<file path="config.mk">
export PLATFORM = sky130hd
export DESIGN_NAME = pwrseq_top
export DESIGN_NICKNAME = d
export VERILOG_FILES = /design/src/rtl/pwrseq_pkg.sv /design/src/rtl/pwrseq_cfg.sv /design/src/rtl/pwrseq_fsm.sv /design/src/rtl/pwrseq_out.sv /design/src/rtl/pwrseq_top.sv
export SDC_FILE = /design/constraint.sdc
export NUM_CORES = 1
export LEC_CHECK = 0
export BUFFER_PORTS_ARGS = -buffer_cell sky130_fd_sc_hd__buf_4
export CAP_MARGIN = 10
export CORE_MARGIN = 2
export CORE_UTILIZATION = 46
export CTS_BUF_LIST = sky130_fd_sc_hd__clkbuf_2
export DETAILED_ROUTE_END_ITERATION = 10
export PLACE_DENSITY = 0.77
export SYNTH_ARGS = -nofsm -noshare
export SYNTH_HDL_FRONTEND = slang
export SYNTH_SLANG_ARGS = --single-unit
</file>
<file path="constraint.sdc">
create_clock -name clk_i -period 3.7 [get_ports clk_i]
set_input_delay 0.37 -clock clk_i [delete_from_list [all_inputs] [get_ports clk_i]]
set_output_delay 0.37 -clock clk_i [all_outputs]
set_load 0.02 [all_outputs]
</file>
<file path="src/rtl/pwrseq_pkg.sv">
package pwrseq_pkg;

    typedef enum logic [2:0] {
        PS_OFF   = 3'd0,
        PS_DEEP  = 3'd1,
        PS_SLEEP = 3'd2,
        PS_DRAIN = 3'd3,
        PS_WAKE  = 3'd4,
        PS_ON    = 3'd5
    } pstate_e;

endpackage

</file>
<file path="src/rtl/pwrseq_cfg.sv">
module pwrseq_cfg #(
    parameter int NBLK       = 8,
    parameter int CNT_W      = 16,
    parameter int DATA_W     = 16,
    parameter int SETTLE_RST = 8
) (
    input  logic              clk_i,
    input  logic              rst_ni,
    input  logic              chip_en_i,
    input  logic              wr_ok_i,
    input  logic              we_i,
    input  logic              sel_i,
    input  logic [DATA_W-1:0] wdata_i,
    output logic [NBLK-1:0]   gate_o,
    output logic [CNT_W-1:0]  settle_o
);

    localparam logic [CNT_W-1:0] SETTLE_DEF = CNT_W'(SETTLE_RST);
    localparam logic [NBLK-1:0]  GATE_DEF   = '1;

    typedef struct packed {
        logic [NBLK-1:0]  gate;
        logic [CNT_W-1:0] settle;
    } cfg_t;

    cfg_t cfg_d, cfg_q;

    always_comb begin
        cfg_d = cfg_q;
        if (!chip_en_i) begin
            cfg_d.gate   = GATE_DEF;
            cfg_d.settle = SETTLE_DEF;
        end else if (we_i && wr_ok_i) begin
            if (sel_i) begin
                cfg_d.settle = wdata_i[CNT_W-1:0];
            end else begin
                cfg_d.gate = wdata_i[NBLK-1:0];
            end
        end
    end

    always_ff @(posedge clk_i or negedge rst_ni) begin
        if (!rst_ni) begin
            cfg_q <= '{gate: GATE_DEF, settle: SETTLE_DEF};
        end else begin
            cfg_q <= cfg_d;
        end
    end

    assign gate_o   = cfg_q.gate;
    assign settle_o = cfg_q.settle;

endmodule

</file>
<file path="src/rtl/pwrseq_fsm.sv">
module pwrseq_fsm
    import pwrseq_pkg::*;
#(
    parameter int CNT_W = 16
) (
    input  logic             clk_i,
    input  logic             rst_ni,
    input  logic             chip_en_i,
    input  logic             sleep_req_i,
    input  logic             deep_req_i,
    input  logic             wake_mac_i,
    input  logic             wake_host_i,
    input  logic             wake_timer_i,
    input  logic             wake_ext_i,
    input  logic             wfi_req_i,
    input  logic             irq_i,
    input  logic [CNT_W-1:0] settle_i,
    output pstate_e          state_o,
    output logic             cpu_wait_o
);

    localparam logic [CNT_W-1:0] ONE = CNT_W'(1);

    typedef struct packed {
        pstate_e          st;
        logic             deep_tgt;
        logic [CNT_W-1:0] cnt;
        logic             cpu_wait;
    } fsm_t;

    fsm_t fsm_d, fsm_q;
    logic any_wake;
    logic rtc_wake;

    assign any_wake = wake_mac_i | wake_host_i | wake_timer_i | wake_ext_i;
    assign rtc_wake = wake_timer_i | wake_ext_i;

    always_comb begin
        fsm_d = fsm_q;
        unique case (fsm_q.st)
            PS_OFF: begin
                fsm_d.st  = PS_WAKE;
                fsm_d.cnt = settle_i;
            end
            PS_DEEP: begin
                if (rtc_wake) begin
                    fsm_d.st  = PS_WAKE;
                    fsm_d.cnt = settle_i;
                end
            end
            PS_SLEEP: begin
                if (any_wake) begin
                    fsm_d.st  = PS_WAKE;
                    fsm_d.cnt = settle_i;
                end
            end
            PS_DRAIN: begin
                if (fsm_q.deep_tgt ? rtc_wake : any_wake) begin
                    fsm_d.st  = PS_WAKE;
                    fsm_d.cnt = settle_i;
                end else begin
                    fsm_d.st = fsm_q.deep_tgt ? PS_DEEP : PS_SLEEP;
                end
            end
            PS_WAKE: begin
                if (fsm_q.cnt <= ONE) begin
                    fsm_d.st = PS_ON;
                end else begin
                    fsm_d.cnt = fsm_q.cnt - ONE;
                end
            end
            PS_ON: begin
                if (deep_req_i) begin
                    fsm_d.st       = PS_DRAIN;
                    fsm_d.deep_tgt = 1'b1;
                end else if (sleep_req_i) begin
                    fsm_d.st       = PS_DRAIN;
                    fsm_d.deep_tgt = 1'b0;
                end
                if (irq_i || any_wake) begin
                    fsm_d.cpu_wait = 1'b0;
                end else if (wfi_req_i) begin
                    fsm_d.cpu_wait = 1'b1;
                end
            end
            default: fsm_d.st = PS_OFF;
        endcase

        if (fsm_d.st != PS_ON) begin
            fsm_d.cpu_wait = 1'b0;
        end

        if (!chip_en_i) begin
            fsm_d = '{st: PS_OFF, deep_tgt: 1'b0, cnt: '0, cpu_wait: 1'b0};
        end
    end

    always_ff @(posedge clk_i or negedge rst_ni) begin
        if (!rst_ni) begin
            fsm_q <= '{st: PS_OFF, deep_tgt: 1'b0, cnt: '0, cpu_wait: 1'b0};
        end else begin
            fsm_q <= fsm_d;
        end
    end

    assign state_o    = fsm_q.st;
    assign cpu_wait_o = fsm_q.cpu_wait;

endmodule

</file>
<file path="src/rtl/pwrseq_out.sv">
module pwrseq_out
    import pwrseq_pkg::*;
#(
    parameter int NBLK = 8
) (
    input  pstate_e         state_i,
    input  logic [NBLK-1:0] gate_i,
    input  logic            cpu_wait_i,
    output logic            rtc_en_o,
    output logic            main_pwr_o,
    output logic            xtal_en_o,
    output logic            pll_en_o,
    output logic [NBLK-1:0] blk_clk_en_o,
    output logic            cpu_clk_en_o
);

    logic run;
    logic clk_src;

    assign run     = (state_i == PS_ON);
    assign clk_src = (state_i == PS_DRAIN) || (state_i == PS_WAKE) || run;

    assign rtc_en_o     = (state_i != PS_OFF);
    assign main_pwr_o   = (state_i != PS_OFF) && (state_i != PS_DEEP);
    assign xtal_en_o    = clk_src;
    assign pll_en_o     = clk_src;
    assign cpu_clk_en_o = run && !cpu_wait_i;

    for (genvar b = 0; b < NBLK; b++) begin : g_gate
        assign blk_clk_en_o[b] = run && gate_i[b];
    end

endmodule

</file>
<file path="src/rtl/pwrseq_top.sv">
module pwrseq_top
    import pwrseq_pkg::*;
#(
    parameter int NBLK       = 8,
    parameter int CNT_W      = 16,
    parameter int SETTLE_RST = 8,
    localparam int DATA_W    = (NBLK > CNT_W) ? NBLK : CNT_W
) (
    input  logic              clk_i,
    input  logic              rst_ni,
    input  logic              chip_en_i,
    input  logic              sleep_req_i,
    input  logic              deep_req_i,
    input  logic              wake_mac_i,
    input  logic              wake_host_i,
    input  logic              wake_timer_i,
    input  logic              wake_ext_i,
    input  logic              wfi_req_i,
    input  logic              irq_i,
    input  logic              cfg_we_i,
    input  logic              cfg_sel_i,
    input  logic [DATA_W-1:0] cfg_wdata_i,
    output logic [2:0]        state_o,
    output logic              rtc_en_o,
    output logic              main_pwr_o,
    output logic              xtal_en_o,
    output logic              pll_en_o,
    output logic [NBLK-1:0]   blk_clk_en_o,
    output logic              cpu_clk_en_o
);

    pstate_e          st;
    logic             cpu_wait;
    logic [NBLK-1:0]  gate;
    logic [CNT_W-1:0] settle;

    pwrseq_cfg #(
        .NBLK(NBLK), .CNT_W(CNT_W), .DATA_W(DATA_W), .SETTLE_RST(SETTLE_RST)
    ) cfg_i (
        .clk_i     (clk_i),
        .rst_ni    (rst_ni),
        .chip_en_i (chip_en_i),
        .wr_ok_i   (st == PS_ON),
        .we_i      (cfg_we_i),
        .sel_i     (cfg_sel_i),
        .wdata_i   (cfg_wdata_i),
        .gate_o    (gate),
        .settle_o  (settle)
    );

    pwrseq_fsm #(.CNT_W(CNT_W)) fsm_i (
        .clk_i        (clk_i),
        .rst_ni       (rst_ni),
        .chip_en_i    (chip_en_i),
        .sleep_req_i  (sleep_req_i),
        .deep_req_i   (deep_req_i),
        .wake_mac_i   (wake_mac_i),
        .wake_host_i  (wake_host_i),
        .wake_timer_i (wake_timer_i),
        .wake_ext_i   (wake_ext_i),
        .wfi_req_i    (wfi_req_i),
        .irq_i        (irq_i),
        .settle_i     (settle),
        .state_o      (st),
        .cpu_wait_o   (cpu_wait)
    );

    pwrseq_out #(.NBLK(NBLK)) out_i (
        .state_i      (st),
        .gate_i       (gate),
        .cpu_wait_i   (cpu_wait),
        .rtc_en_o     (rtc_en_o),
        .main_pwr_o   (main_pwr_o),
        .xtal_en_o    (xtal_en_o),
        .pll_en_o     (pll_en_o),
        .blk_clk_en_o (blk_clk_en_o),
        .cpu_clk_en_o (cpu_clk_en_o)
    );

    assign state_o = st;

endmodule

</file>
==> impl_metrics.yaml, run 1 <==
status:
  status: "complete, no violations"
flow_run:
  drv_cap: 0
routing:
  vias: 2349
  first_iter_violations: 296
  drc: 0
  routed_wl_microns: 6140
  post_drt_wl_per_cell_microns: 14.9
  viasPerCell: 5.72
  drt-pass1-iter-count: 4
  antenna_left: 0
cells_and_area:
  layout-drive-gt1-share_pct: 20.1
  layout_common_cells: "nand2_1 (68), buf_4 (47), dfrtp_1 (36)"
  area_delta_synth_final_pct: 14.4
  antenna_cells: 0
  fin_nets: 370
  final_common_cell: "nand2_1"
sta:
  finalHoldViolations: 0
  fmax_ghz: 0.410
  timing.final.crit_share_pct: 66.0
  fin_crit_ps: 2440
  setup_viol: 0
  finalSetupTns_ps: 0
  slew_headroom_pct: 48.3
  skew_ps: 15.0
  rsz0062_at_grt: "no"
  tightest_slew_ps: 775
  slew_violations: 0
worst_setup_path:
  worstPathMaxFanout: 18
  regToRegSetupSlack_ps: 1260
  rr_startpoint: "fsm_i.state_o[1]"
  cp-start-kind: "flip-flop"
  critical_path_arrival_ps: 2770
  reg2reg_to: "fsm_i.fsm_q[11]"
  crit_path_end_kind: "flip-flop"
  worstPathRequired_ps: 4030
  r2r_cells: 5
  path_class: "reg2reg"
synthesis:
  async_flop_share_pct: 100
  synth.largest_area_cell: "dfrtp_1"
  synth_top_area_share_pct: 35.1
  synthCells: 310
  ys_warn_count: 0
  synth-seq-cells: 45
  yosysSeqAreaShare_pct: 44.3
  avgSynthCellArea_sq_um: 8.29
  yosys-top-cells-area: "dfrtp_1 (35%), nand2_1 (9.9%), dfstp_2 (9.2%)"
  yosysUniqueCellTypes: 47
  synth_top_flop_cell: "dfrtp_1"
  mappedNetlistArea_sq_mm: 0.00257
  synth-edff-count: 0
  synth_nets: 341
floorplanning:
  die_h_microns: 78.7
  core_sq_mm: 0.00544
  die_w_microns: 78.7
  num_io_pins: 45
  start_util_pct: 47.2
  dieArea_sq_mm: 0.00620
  rows: 27
pwr:
  p_sw_share_pct: 46.6
  seqPwrFrac_pct: 36.7
  power.leakage_nw: 1.29
  comb_power_share_pct: 53.1
  vdd_drop_max_mv: 0.305
  clockPowerShare_pct: 10.2
  switching_power_w: 0.000909
  power.total_w: 0.00195
  power.density_mw_per_mm2: 664
  p_int_w: 0.00104
grt:
  grt_max_degree: 46
  grt_pass1_vias: 2222
  grt_overflow: 0
  grt_first_pass_wirelength_microns: 10600
  grt_use_total_pct: 21.2
  antenna_found_initial: 0
hold_path:
  min_path_cells: 3
  hp-start: "cfg_wdata_i[2]"
  hp-class: "in2reg"
  hold_end: "cfg_i.gate_o[2]"
clocking:
  tritoncts: "done"
  clock_sinks: 45
  clockBufferDepth: 2
  cts_max_level: 2
  clock_latency_ps: 410
  clkTransAtPathRegs_ps: 230
  cts_buffers: 5
  clock-root-buffer: "clkbuf_2"
place:
  place_congestion: 0.916
  post-dp-hpwl_microns: 4300
  io_buffers: 44
-- power groups by stage --
stage,logic [W],registers [W],clock network [W]
global route,0.00117,0.000736,0.000218
CTS,0.00103,0.000711,0.000199
detailed placement,0.00103,0.000721,0
floorplan,0.000810,0.000680,0
finish,0.00104,0.000716,0.000198
global placement,0.00102,0.000718,0
-- worst max path at each step --
stage	start	end	cells past startpoint
after global placement	fsm_i.state_o[1]	fsm_i.fsm_q[11]	5
final	fsm_i.state_o[1]	fsm_i.fsm_q[11]	5
after detailed placement	fsm_i.state_o[1]	fsm_i.fsm_q[11]	5
after global routing	fsm_i.state_o[1]	fsm_i.fsm_q[1]	5
after CTS	fsm_i.state_o[1]	fsm_i.fsm_q[11]	5
after floorplan	fsm_i.fsm_q[5]	fsm_i.fsm_q[10]	5
-- metal layers --
metal / global-route usage, % / share of wire (%) / up-vias
met3: 3.86 / 5.8 / 2
met2: 34.4 / 47 / 69
met1: 29.9 / 46 / 1115
met4: 4.39 / 0.39 / 0
met5: 0 / 0 / -
li1: - / - / 1163
-- final cells by class --
| type | count | area (sq um) |
|---|---|---|
| clock buffer | 5 | 25.0 |
| clock inverter | 2 | 11.3 |
| fill | 505 | 2500 |
| inverter | 4 | 15.0 |
| multi-input combinational | 235 | 1300 |
| sequential | 45 | 1140 |
| tap | 72 | 90.1 |
| timing repair buffer | 48 | 363 |
-- cell usage after synthesis, types with 4 or more instances --
cell type and number:
nand2_1 68, dfrtp_1 36, nor2_1 26, a21oi_1 24, clkbuf_1 18, nand3_1 13, o311ai_0 11, o31ai_1 11
and2_1 10, o21ai_0 10, dfstp_2 9, nor3_1 8, nor4_1 6, buf_4 5, a22oi_1 4, and3_1 4
-- through the flow --
step	cell area, sq um	instances	hold slack [ps]	setup slack [ps]	utilization [%]
final	2940	411	171	1260	54.0
after CTS	2940	411	160	1280	54.0
after floorplan	2570	310	74.4	1670	-
after global placement	2890	403	396	1410	53.2
after detailed placement	2890	403	403	1310	53.2
after global routing	2940	411	141	967	54.0
-- flip-flops by register name, indices dropped and copies added (netlist names) --
name and cells:
fsm_i.cpu_wait_o 1, fsm_i.fsm_q 17, fsm_i.state_o 3, cfg_i.gate_o 8, cfg_i.settle_o 16
-- worst max-delay path, stage by stage, from the launching register on --
cell and delay (ps):
dfrtp_1 620, inv_1 70, o21ai_0 250, nand3_1 500
or2_2 620, a32o_1 320
-- cells by family after synthesis --
family          share of synthesized area [%]
buf+inv                                  5.26
compound gates                           20.6
fa+ha+maj                               0.974
mux                                     0.390
flops                                    44.3
xor+xnor                                0.682
simple gates                             27.8
-- repair_timing --
item	CTS	global route
gates resized for setup	0	0
endpoints found under the hold margin	36	0
hold buffers	1	0
setup buffers	0	0
Power figures use the tool's default switching activity.
==> run 2: changes to the inputs <==
Settings changed: ABC_AREA set to 1, PLACE_DENSITY 0.77 to 0.79.
Clock period 3.7 ns to 2 ns, I/O delays scaled along.
==> run 2 against run 1 <==
Against the previous run:
- critical path type is now reg2out
- register-to-register slack got worse by 1000 ps
- sequential power grew 75%
- non-clock buffer count up 20
- flip-flop and latch count is the same
- final area is 15% higher
- sequential share of layout area fell by 5.0 points
- critical path depth did not move
- synthesized cell count increased by 29%
- global-route usage is 1.9 points higher
==> impl_metrics.yaml, run 2 <==
synthesis:
  yosys-top-cells-count: "nand2_1 (124), nor2_1 (57), nand3_1 (54)"
  yosysSeqAreaShare_pct: 41.3
  yosysUniqueCellTypes: 31
  synth_top_flop_cell: "dfrtp_1"
  async_flop_share_pct: 100
  synth_top_area_share_pct: 32.7
  mappedNetlistArea_sq_mm: 0.00275
  synth.most_common_cell: "nand2_1"
  synth-edff-count: 0
  avgSynthCellArea_sq_um: 6.88
  synth.largest_area_cell: "dfrtp_1"
  ys_warn_count: 0
  synth-seq-cells: 45
  yosys-top-cells-area: "dfrtp_1 (33%), nand2_1 (17%), nand3_1 (9.8%)"
  synthCells: 400
  synth_nets: 431
pwr:
  power.leakage_nw: 1.80
  power.density_mw_per_mm2: 1030
  vdd_drop_max_mv: 0.490
clocking:
  cts_max_level: 2
  clock-root-buffer: "clkbuf_2"
  clock_sinks: 45
  clockBufferDepth: 2
  tritoncts: "done"
  clkTransAtPathRegs_ps: 240
  clock_latency_ps: 460
  cts_buffers: 5
routing:
  viasPerCell: 5.29
  drt-pass1-iter-count: 6
  routed_wl_microns: 7130
  drc: 0
  first_iter_violations: 233
  post_drt_wl_per_cell_microns: 13.4
  vias: 2822
  antenna_left: 0
cells_and_area:
  antenna_cells: 0
  largest_register: "fsm_i.fsm_q"
  final_common_cell: "nand2_1"
  design_area_sq_mm: 0.00338
  fin_nets: 488
  fill_cells: 522
  seq_area_sq_mm: 0.00114
  multi_input_area_sq_mm: 0.00137
  layout_common_cells: "nand2_1 (124), nor2_1 (56), nand3_1 (54)"
  layout-drive-gt1-share_pct: 19.2
  area_delta_synth_final_pct: 22.6
  largest_reg_flops: 17
  stdcell_count: 533
grt:
  grt_use_total_pct: 23.1
  antenna_found_initial: 0
  grt_max_degree: 46
  grt_overflow: 0
  grt_pass1_vias: 2587
  grt_first_pass_wirelength_microns: 11900
sta:
  fin_crit_ps: 1930
  skew_ps: 28.1
  finalHoldViolations: 0
  tightest_slew_ps: 572
  setup_viol: 0
  whs_ps: 54.9
  fmax_ghz: 0.518
  slew_headroom_pct: 61.9
  timing.final.crit_share_pct: 96.6
  finalSetupTns_ps: 0
  slew_violations: 0
place:
  dpl_cell_area_sq_mm: 0.00310
  dp_cells: 505
  place_congestion: 0.903
  io_buffers: 44
  post-dp-hpwl_microns: 4870
worst_setup_path:
  critical_path_arrival_ps: 1730
  crit_chain: "buf_4 > nand2_1 > nor2_2 > or2_2 > buf_4"
  worstPathRequired_ps: 1800
  worstPathMaxFanout: 6
  path_common_cell: "buf_4"
  cp.buffers_inverters: 2
  slowest_delay_ps: 520
  crit_path_end_kind: "output pin"
  cp_slowest_cell: "dfrtp_2"
  cp-start-kind: "flip-flop"
  crit_family: "flip-flops"
  path_class: "reg2out"
hold_path:
  hp-class: "in2reg"
floorplanning:
  dieArea_sq_mm: 0.00662
  rows: 28
  die_h_microns: 81.4
  start_util_pct: 47.1
  die_w_microns: 81.4
  num_io_pins: 45
  core_sq_mm: 0.00585
flow_run:
  drv_cap: 0
status:
  status: "complete, no violations"
run 2: layer usage:
layer  track usage, %  wire, microns
met1             30.1           3070
met2             39.0           3470
met3             3.22            437
met4             8.14            152
met5                0              0
run 2: stage by stage:
step,setup slack (ps),total power [W],utilization [%]
2_1_floorplan,510,0.00246,-
6_report,68.1,0.00346,57.7
4_1_cts,12.8,0.00341,57.1
3_3_place_gp,324,0.00281,53.0
5_1_grt,-1.78,0.00375,57.7
3_5_place_dp,246,0.00284,53.0
run 2: final timing paths:
path	from	end	slack, ps	depth (start not counted)
max	fsm_i.state_o[1]	xtal_en_o	70	5
min	chip_en_i	cfg_i.settle_o[7]	50	3
max reg2reg	fsm_i.state_o[1]	fsm_i.fsm_q[5]	210	9
min reg2reg	cfg_i.gate_o[4]	cfg_i.gate_o[4]	500	2
max in group asynchronous	rst_ni	fsm_i.state_o[1]	1360	2
min in group asynchronous	rst_ni	fsm_i.fsm_q[7]	220	2
run 2: cell families after synthesis:
kind of cell    count (synthesis)  synth area share, %
flops                          45                 41.3
simple gates                  251                 39.0
compound gates                 42                 9.00
xor+xnor                        1                0.318
fa+ha+maj                       2                0.909
buf+inv                        59                 9.50
run 2: layout make-up:
cell class | count | share of cell area [%]
inverter | 41 | 4.56
clock inverter | 3 | 1.30
tap | 75 | 2.78
multi-input combinational | 296 | 40.5
sequential | 45 | 33.7
clock buffer | 5 | 0.741
timing repair buffer | 68 | 16.4
run 2: power by group:
part           switching (W)  total [W]  leakage, nW  internal, W
clock network       0.000329   0.000542       0.0433     0.000214
registers           0.000172    0.00125        0.569      0.00108
logic                0.00108    0.00167         1.19     0.000587
total                0.00158    0.00346         1.80      0.00188
run 2: worst reg2reg max path: stages, from the launching register on:
cell and delay, ps:
dfrtp_2 520, buf_4 160, nor2_4 130, nand2_4 140, nor2_1 140, nand3_1 140
nand3_4 120, buf_4 220, nand3_1 100, nand2_1 70
run 2: what timing repair did:
item,4_1_cts,5_1_grt
hold buffers,17,0
resized for setup,0,4
endpoints found under the setup margin,0,13
endpoints found under the hold margin,55,0
buffers inserted,0,3
==> run 3: changes to the inputs <==
Settings changed: ABC_AREA 1 to not set, CTS_BUF_LIST sky130_fd_sc_hd__clkbuf_2 to sky130_fd_sc_hd__clkbuf_8 sky130_fd_sc_hd__clkbuf_16.
==> run 3 against run 2 <==
Against the previous run:
- the run now ends with setup timing left
- clock power rose by 13%
- critical path depth unchanged
- power grew 33%
- clock skew is 20 ps lower
- combinational power up 65%
- core utilization up 2.7 points
- first-iteration DRC count rose by 12%
- hold slack better by 62 ps
- wire length shrank 0.67%
- cell count is 17% lower
- count of clock-buffer cells in the layout up 1
- via count fell by 7.4%
==> impl_metrics.yaml, run 3 (same netlist as run 1, synthesis figures left out) <==
cells_and_area:
  design_area_sq_mm: 0.00328
  fin_nets: 399
  final_common_cell: "buf_4"
  stdcell_count: 441
  layout_common_cells: "buf_4 (75), nand2_1 (68), dfrtp_1 (36)"
  area_delta_synth_final_pct: 27.9
  largest_reg_flops: 17
  antenna_cells: 0
  final_util_pct: 60.4
  largest_register: "fsm_i.fsm_q"
  layout-drive-gt1-share_pct: 30.6
grt:
  grt_use_total_pct: 23.4
  grt_overflow: 0
  grt_first_pass_wirelength_microns: 11600
  grt_max_degree: 46
  antenna_found_initial: 0
  grt_pass1_vias: 2396
worst_setup_path:
  cp_slowest_cell: "or4_4"
  reg2reg_to: "fsm_i.fsm_q[10]"
  critical_path_arrival_ps: 2220
  crit_chain: "or3_4 > or4_4 > o21a_1 > o311a_1 > a31o_1"
  crit_path_end_kind: "flip-flop"
  regToRegSetupSlack_ps: -10
  crit_family: "simple AND/OR/NAND/NOR gates"
  path_class: "reg2reg"
  r2r_cells: 5
  worstPathMaxFanout: 3
  cp.buffers_inverters: 0
  cp-start-kind: "flip-flop"
  slowest_delay_ps: 490
  worstPathRequired_ps: 2210
  rr_startpoint: "fsm_i.fsm_q[2]"
place:
  place_congestion: 0.915
  io_buffers: 44
  dpl_cell_area_sq_mm: 0.00310
  dp_cells: 430
  post-dp-hpwl_microns: 4780
pwr:
  p_sw_share_pct: 43.4
  switching_power_w: 0.00200
  power.density_mw_per_mm2: 1400
  p_int_w: 0.00261
  comb_power_share_pct: 59.6
  clockPowerShare_pct: 13.3
  seqPwrFrac_pct: 27.1
  vdd_drop_max_mv: 0.643
  power.total_w: 0.00461
  power.leakage_nw: 1.49
floorplanning:
  num_io_pins: 45
  start_util_pct: 47.2
  dieArea_sq_mm: 0.00620
  rows: 27
  die_h_microns: 78.7
  core_sq_mm: 0.00544
  die_w_microns: 78.7
hold_path:
  hp-start: "cfg_wdata_i[3]"
  min_path_cells: 3
  hold_end: "cfg_i.settle_o[3]"
  hp-class: "in2reg"
routing:
  antenna_left: 0
  vias: 2612
  post_drt_wl_per_cell_microns: 16.1
  routed_wl_microns: 7080
  drt-pass1-iter-count: 5
  drc: 0
  first_iter_violations: 261
  viasPerCell: 5.92
clocking:
  cts_max_level: 2
  clkTransAtPathRegs_ps: 90
  clock_sinks: 45
  clock_latency_ps: 310
  tritoncts: "done"
  cts_buffers: 5
  clockBufferDepth: 2
  clock-root-buffer: "clkbuf_8"
status:
  violations: "setup timing"
  status: "finished with violations"
sta:
  finalHoldViolations: 0
  fin_crit_ps: 2010
  timing.final.crit_share_pct: 101
  fmax_ghz: 0.497
  slew_violations: 0
  setup_viol: 1
  setup_ws_ps: -12.1
  tightest_slew_ps: 566
  rsz0062_at_grt: "yes"
  skew_ps: 8.41
  slew_headroom_pct: 62.3
flow_run:
  drv_cap: 0
==> run 3: cell count changes in the layout (fill, tap and decap cells not counted), sizes merged, moves of 10 or more <==
| cell | before | now |
|---|---|---|
| a21oi | 3 | 24 |
| and2 | 0 | 10 |
| buf | 51 | 75 |
| dlygate4sd3 | 17 | 1 |
| inv | 42 | 3 |
| nand2 | 126 | 68 |
| nand3 | 55 | 13 |
| nor2 | 62 | 26 |
| o21ai | 28 | 10 |
| o311ai | 0 | 11 |
| o31ai | 1 | 11 |
==> run 3: area by class of cell <==
| cell class | instances | area [sq um] |
|---|---|---|
| timing repair buffer | 76 | 573 |
| clock inverter | 2 | 13.8 |
| clock buffer | 6 | 82.6 |
| sequential | 45 | 1140 |
| fill | 448 | 2150 |
| inverter | 4 | 15.0 |
| tap | 72 | 90.1 |
| multi-input combinational | 236 | 1370 |
==> run 3: worst register-to-register path, delay by kind of cell (launching register included) <==
family / cells / cell delay, ps
flip-flops: 1 / 410
AO/OA/AOI/OAI: 3 / 640
AND/OR/NAND/NOR: 2 / 860
==> run 3: routing by layer <==
| metal | global-route usage (%) | wire length [microns] | up-vias |
|---|---|---|---|
| li1 | - | - | 1223 |
| met1 | 32.6 | 2930 | 1232 |
| met2 | 37.2 | 3480 | 131 |
| met3 | 3.75 | 473 | 26 |
| met4 | 8.60 | 199 | 0 |
| met5 | 0 | 0 | - |
==> run 3: power by group through the flow <==
stage               sequential (W)  combinational, W  clock (W)
finish                     0.00125           0.00275   0.000612
global route               0.00127           0.00299   0.000646
CTS                        0.00123           0.00246   0.000618
detailed placement         0.00124           0.00242          0
global placement           0.00123           0.00239          0
floorplan                  0.00126           0.00151          0
==> run 3: how the worst max path moves through the flow <==
stage / start / endpoint / depth (start not counted)
after floorplan: fsm_i.fsm_q[3] / fsm_i.fsm_q[10] / 5
after global placement: fsm_i.fsm_q[1] / fsm_i.fsm_q[13] / 8
after detailed placement: fsm_i.fsm_q[2] / fsm_i.fsm_q[13] / 8
after CTS: fsm_i.fsm_q[2] / fsm_i.fsm_q[10] / 5
after global routing: fsm_i.fsm_q[3] / fsm_i.fsm_q[10] / 5
final: fsm_i.fsm_q[2] / fsm_i.fsm_q[10] / 5
==> run 3: timing repair <==
item	CTS	global route
buffers inserted	0	1
endpoints found under the hold margin	36	0
gates cloned	0	1
gates resized for setup	2	25
endpoints found under the setup margin	4	19
hold buffers	1	0
pin swaps	1	3
==> run 3: metrics by stage <==
step	setup WS [ps]	hold WS (ps)	setup TNS [ps]
4_1_cts	-12.0	114	-12.0
6_report	-12.1	117	-12.1
2_1_floorplan	-9.19	-95.6	-9.19
3_5_place_dp	-41.2	236	-58.3
3_3_place_gp	-10.2	230	-10.2
5_1_grt	-63.6	124	-141
